<file path="src/rtl/irq_pkg.sv">
package irq_pkg;
  localparam int UNIT_LINES   = 8;
  localparam int CASCADE_SLOT = 2;
  localparam int TOTAL_LINES  = 2 * UNIT_LINES;
  localparam int LINE_W       = $clog2(TOTAL_LINES);
endpackage

</file>
<file path="src/rtl/irq_prio_unit.sv">
module irq_prio_unit #(
  parameter int N = 8,
  localparam int W = $clog2(N)
) (
  input  logic         clk,
  input  logic         rst,
  input  logic [N-1:0] req,
  input  logic         set_en,
  input  logic         clr_en,
  output logic         has_win,
  output logic [W-1:0] win_idx,
  output logic         top_valid,
  output logic [W-1:0] top_idx,
  output logic [N-1:0] isr
);
  logic [N-1:0] isr_nxt;
  int           limit;

  // highest-priority (lowest index) entry currently in service
  always_comb begin
    top_valid = 1'b0;
    top_idx   = '0;
    for (int i = N - 1; i >= 0; i--) begin
      if (isr[i]) begin
        top_valid = 1'b1;
        top_idx   = W'(i);
      end
    end
    limit = top_valid ? int'(top_idx) : N;
  end

  // winner must strictly outrank every in-service entry
  always_comb begin
    has_win = 1'b0;
    win_idx = '0;
    for (int i = N - 1; i >= 0; i--) begin
      if (req[i] && i < limit) begin
        has_win = 1'b1;
        win_idx = W'(i);
      end
    end
  end

  always_comb begin
    isr_nxt = isr;
    if (clr_en && top_valid) isr_nxt[top_idx] = 1'b0;
    if (set_en && has_win)   isr_nxt[win_idx] = 1'b1;
  end

  always_ff @(posedge clk) begin
    if (rst) isr <= '0;
    else     isr <= isr_nxt;
  end
endmodule

</file>
<file path="src/rtl/irq_cascade_ctrl.sv">
module irq_cascade_ctrl
  import irq_pkg::*;
#(
  parameter logic [7:0] VEC_BASE = 8'h40
) (
  input  logic                   clk,
  input  logic                   rst,
  input  logic [TOTAL_LINES-1:0] irq_req,
  input  logic [TOTAL_LINES-1:0] irq_mask,
  input  logic                   inta,
  input  logic                   eoi,
  output logic                   intr,
  output logic                   vec_valid,
  output logic [7:0]             vec_out
);
  localparam int UW       = $clog2(UNIT_LINES);
  localparam int REDIR_TO = UNIT_LINES + 1;

  logic [TOTAL_LINES-1:0] req_eff, req_q;
  logic [UNIT_LINES-1:0]  prim_req, prim_isr, sec_isr;
  logic                   p_has_win, p_top_valid, s_has_win, s_top_valid;
  logic [UW-1:0]          p_win, p_top, s_win, s_top;
  logic                   ack_take, win_is_sec;
  logic [LINE_W-1:0]      win_line;

  // fold the legacy cascade input onto its replacement line, then mask
  always_comb begin
    req_eff               = irq_req;
    req_eff[REDIR_TO]     = irq_req[REDIR_TO] | irq_req[CASCADE_SLOT];
    req_eff[CASCADE_SLOT] = 1'b0;
    req_eff               = req_eff & ~irq_mask;
  end

  always_ff @(posedge clk) begin
    if (rst) req_q <= '0;
    else     req_q <= req_eff;
  end

  always_comb begin
    prim_req               = req_q[UNIT_LINES-1:0];
    prim_req[CASCADE_SLOT] = s_has_win;
  end

  assign ack_take   = inta && p_has_win;
  assign win_is_sec = (p_win == UW'(CASCADE_SLOT));
  assign win_line   = win_is_sec ? LINE_W'(UNIT_LINES + int'(s_win)) : LINE_W'(p_win);

  irq_prio_unit #(.N(UNIT_LINES)) u_sec (
    .clk      (clk),
    .rst      (rst),
    .req      (req_q[TOTAL_LINES-1:UNIT_LINES]),
    .set_en   (ack_take && win_is_sec),
    .clr_en   (eoi && p_top_valid && p_top == UW'(CASCADE_SLOT)),
    .has_win  (s_has_win),
    .win_idx  (s_win),
    .top_valid(s_top_valid),
    .top_idx  (s_top),
    .isr      (sec_isr)
  );

  irq_prio_unit #(.N(UNIT_LINES)) u_prim (
    .clk      (clk),
    .rst      (rst),
    .req      (prim_req),
    .set_en   (ack_take),
    .clr_en   (eoi),
    .has_win  (p_has_win),
    .win_idx  (p_win),
    .top_valid(p_top_valid),
    .top_idx  (p_top),
    .isr      (prim_isr)
  );

  always_ff @(posedge clk) begin
    if (rst) begin
      intr      <= 1'b0;
      vec_valid <= 1'b0;
      vec_out   <= '0;
    end else begin
      intr      <= inta ? 1'b0 : p_has_win;
      vec_valid <= ack_take;
      vec_out   <= ack_take ? VEC_BASE + 8'(win_line) : 8'h00;
    end
  end
endmodule

</file>
<file path="config.mk">
export PLATFORM = sky130hd
export DESIGN_NAME = irq_cascade_ctrl
export DESIGN_NICKNAME = d
export VERILOG_FILES = /design/src/rtl/irq_pkg.sv /design/src/rtl/irq_prio_unit.sv /design/src/rtl/irq_cascade_ctrl.sv
export SDC_FILE = /design/constraint.sdc
export NUM_CORES = 1
export LEC_CHECK = 0
export CORE_MARGIN = 8
export CORE_UTILIZATION = 35
export CTS_CLUSTER_DIAMETER = 120
export DETAILED_ROUTE_END_ITERATION = 8
export PLACE_DENSITY_LB_ADDON = 0.08
export SYNTH_ARGS = -nofsm -noshare
export SYNTH_HDL_FRONTEND = slang
export SYNTH_SLANG_ARGS = --single-unit
</file>
<file path="constraint.sdc">
create_clock -name clk -period 2.1 [get_ports clk]
set_input_delay 0.315 -clock clk [delete_from_list [all_inputs] [get_ports clk]]
set_output_delay 0.315 -clock clk [all_outputs]
set_load 0.05 [all_outputs]
</file>
==> run summary, run 1 <==
====================================================================================
Starting density of the core                                                   36.6%
Clock Skew                                                                0.00670 ns
Count of maximum capacitance violations                                            0
Hold-fix buffers, CTS                                                              0
Cell area after placement                                                   2490 µm²
Netlist cell types                                                                50
Violations in the final reports                                         setup timing
Relative slew slack                                                            62.3%
Port Buffer Count                                                                 41
Share of synthesized area occupied by flip-flops and latches                   40.5%
Logic pwr share                                                                28.4%
Endpoints failing hold                                                             0
Area grow syn2layout                                                           45.6%
Post-synthesis cell area                                                    1880 µm²
Row cnt                                                                           26
Nature of the critical path endpoint                                       flip-flop
Vias in the first global route                                                  1955
CTS tree                                                                       built
Fraction of the core area covered by cells at the end of the flow              53.2%
Most prevalent standard cell on the critical path                       sky130_fd_sc_hd__or3_4
Kind of start point of the critical path                                   flip-flop
Post-route clock period utilization                                             116%
Average wire per cell in the routed design                                   15.0 µm
Fraction of layout instances using a drive strength above 1                    21.1%
Sum of net half-perimeters after detailed placement                          3.96 mm
Count of final setup violators                                                    16
Vias after detailed routing                                                     1913
Unrepaired setup endpoints after global routing                                  yes
First-pass GRT wire length                                                   9.11 mm
Worst VDD drop                                                              0.357 mV
Run status                                                              complete, but fails checks
Highest net fanout along the worst path                                            4
Number of synthesized flops with an enable pin                                     0
Post-Synthesis Cells                                                             221
Power per cell area                                                       795 nW/µm²
Most frequently used flop master after synthesis                        sky130_fd_sc_hd__dfxtp_1
Number of buffers added by the clock tree synthesis step                           5
Setup WS post-layout                                                       -0.346 ns
Actual slew at the worst max-slew pin                                       0.559 ns
Top achievable clock speed                                                 0.409 GHz
Clock-pin slew on the worst setup and hold paths                             0.07 ns
Final weighted congestion in routability-driven placement                      0.908
Final Net Count                                                                  320
Number of antenna violations at the first check in global routing                  0
Antenna Diode Count                                                                0
Average size of a mapped cell                                               8.50 µm²
Worst path bufs/invs                                                               0
Number of iterations in the first detailed-routing pass                            5
Data required time of the critical path                                      2.27 ns
Internal                                                                     1.55 mW
Leakage power summed over all cells                                         0.999 nW
Share of power burned in the clock network                                     35.1%
Worst path slowest cell                                                 sky130_fd_sc_hd__or4_4
Pin count of the biggest net entering global routing                              16
Clock latency reported for the late side of the worst-skew pair              0.30 ns
Most common cell after layout, fill and taps aside                      sky130_fd_sc_hd__clkdlybuf4s50_1
Overflow left after global routing                                                 0
DIE HEIGHT                                                                   89.3 µm
Family with the most delay on the worst path                            simple AND/OR/NAND/NOR gates
Switching part of the total power                                              28.6%
Fin. max-slew vios                                                                 0
Final Non-Filler Cells                                                           355
Worst min path class                                                    flip-flop to flip-flop
P_sw                                                                          622 µW
CTS max path bufs                                                                  2
Top-Level Pins                                                                    46
Path type of the worst setup path                                       flip-flop to flip-flop
Die width                                                                    89.3 µm
Yosys warnings                                                                     0
Clock Tree Root                                                         sky130_fd_sc_hd__clkbuf_8
Global-route total usage across every layer                                    14.7%
Htree depth                                                                        2
Clock Sinks                                                                       38
Total length of routed wires                                                 5.32 mm
Min Clock Period, post-route                                                 2.45 ns
Reg power frac                                                                 36.5%
Worst slack at placement                                                   -0.345 ns
Post-route ant nets                                                                0
DP Cell Count                                                                    344
Register bit count reported by yosys                                              38
Most used cells in the layout excluding fill and tap cells              41 x sky130_fd_sc_hd__clkdlybuf4s50_1, 34 x sky130_fd_sc_hd__dfxtp_1, 23 x sky130_fd_sc_hd__buf_4
FILL cells                                                                       514
Average vias per placed instance                                                5.39
Remaining routing DRC violations                                                   0
Data arrival time at the worst-slack endpoint                                2.62 ns
Std-Cell Core Area                                                          5140 µm²
Proportion of synthesized flip-flops having asynchronous set or reset             0%
Critical path's largest stage delay                                          0.53 ns
Cell-by-cell trace of the critical path                                 or4_4 > or3_4 > or3_4 > a221o_1 > o211ai_2 > o21ai_1
Violation count after the first detailed-routing iteration                       154
Final design instance area without fill                                     2740 µm²
DIE AREA                                                                    7970 µm²
====================================================================================
## layout make-up
class	instances	area, µm²	share of cell area, %
Tap cell	70	87.6	3.20
Clock buffer	6	82.6	3.02
Multi-Input combinational cell	166	1120	41.1
Timing Repair Buffer	64	583	21.3
Clock inverter	2	60.1	2.19
Sequential cell	38	766	28.0
Inverter	9	33.8	1.23
## flip-flops by register name (all words and copies together) (netlist names)
name / count
req_q: 15
u_prim.isr: 8
u_sec.isr: 8
vec_out: 5
intr: 1
vec_valid: 1
## worst paths after layout
kind	start	endpoint	slack (ns)	cells after the start
worst max register to register	u_prim.isr[3]$_SDFF_PP0_	u_sec.isr[6]$_SDFF_PP0_	-0.35	6
worst max-delay path	u_prim.isr[3]$_SDFF_PP0_	u_sec.isr[6]$_SDFF_PP0_	-0.35	6
worst min-delay path	u_sec.isr[7]$_SDFF_PP0_	u_sec.isr[7]$_SDFF_PP0_	0.53	2
worst min register to register	u_sec.isr[7]$_SDFF_PP0_	u_sec.isr[7]$_SDFF_PP0_	0.53	2
## kinds of logic after synthesis
group           share of synthesized area (%)
compound gates                           28.0
buf+inv                                  4.39
flops                                    40.5
other cells                             0.200
simple gates                             26.9
## Yosys cell counts (2+ instances only)
master / number / share of area, %
sky130_fd_sc_hd__clkbuf_1: 7 / 1.4
sky130_fd_sc_hd__o211ai_1: 8 / 3.2
sky130_fd_sc_hd__dfxtp_1: 38 / 40
sky130_fd_sc_hd__o31ai_1: 4 / 1.6
sky130_fd_sc_hd__nand2_1: 13 / 2.6
sky130_fd_sc_hd__nand2b_1: 3 / 1.0
sky130_fd_sc_hd__nor2_1: 19 / 3.8
sky130_fd_sc_hd__inv_1: 9 / 1.8
sky130_fd_sc_hd__a211oi_1: 2 / 0.80
sky130_fd_sc_hd__nor3_1: 7 / 1.9
sky130_fd_sc_hd__or3_4: 2 / 1.2
sky130_fd_sc_hd__or4_1: 3 / 1.2
sky130_fd_sc_hd__o21a_1: 2 / 0.80
sky130_fd_sc_hd__buf_4: 3 / 1.2
sky130_fd_sc_hd__nor3b_1: 14 / 5.6
sky130_fd_sc_hd__nand3_1: 9 / 2.4
sky130_fd_sc_hd__o21ai_0: 7 / 1.9
sky130_fd_sc_hd__a2111oi_0: 3 / 1.4
sky130_fd_sc_hd__or3_1: 5 / 1.7
sky130_fd_sc_hd__nor2b_1: 7 / 2.3
sky130_fd_sc_hd__a21oi_1: 12 / 3.2
sky130_fd_sc_hd__o311ai_0: 2 / 0.93
sky130_fd_sc_hd__o21bai_1: 3 / 1.2
sky130_fd_sc_hd__o21ai_1: 13 / 3.5
## tightest hold or removal path, stage by stage (launching register included)
cell and delay (ns):
sky130_fd_sc_hd__dfxtp_2 0.35, sky130_fd_sc_hd__nand3_1 0.07, sky130_fd_sc_hd__o21ai_1 0.07
## through the flow
stage          power, mW  setup TNS (ns)  hold slack, ns
5_1_grt             2.28           -5.43           0.558
3_3_place_gp        1.37           -3.29           0.502
2_1_floorplan       1.14           -2.42           0.391
3_5_place_dp        1.37           -3.69           0.507
4_1_cts             2.15           -4.26           0.518
6_report            2.17           -4.51           0.528
## power groups by stage
stage          Combinational, mW  Clock (mW)  Sequential [mW]
3_5_place_dp               0.560           0            0.806
4_1_cts                    0.581       0.780            0.791
5_1_grt                    0.670       0.810            0.801
2_1_floorplan              0.296           0            0.844
3_3_place_gp               0.561           0            0.806
6_report                   0.617       0.762            0.794
## layer usage
layer / global-route usage [%] / vias up / wire length (µm)
li1: - / 950 / -
met1: 19.1 / 875 / 2580
met2: 22.2 / 76 / 2280
met3: 4.23 / 12 / 342
met4: 5.89 / 0 / 123
met5: 0 / - / 0
## timing repair
action                     CTS  global route
gates cloned                 0             0
setup endpoints to repair   16            23
resized for setup            8            16
setup buffers                1             2
pin swaps                    3             2
Note: power is estimated with default switching activity, not from simulation.
==> run 2: changes to the inputs <==
CTS_CLUSTER_DIAMETER = unset   (was 120)
==> results of run 2 <==
Same layout as run 1: the final DEF is identical, and so are final timing and power.
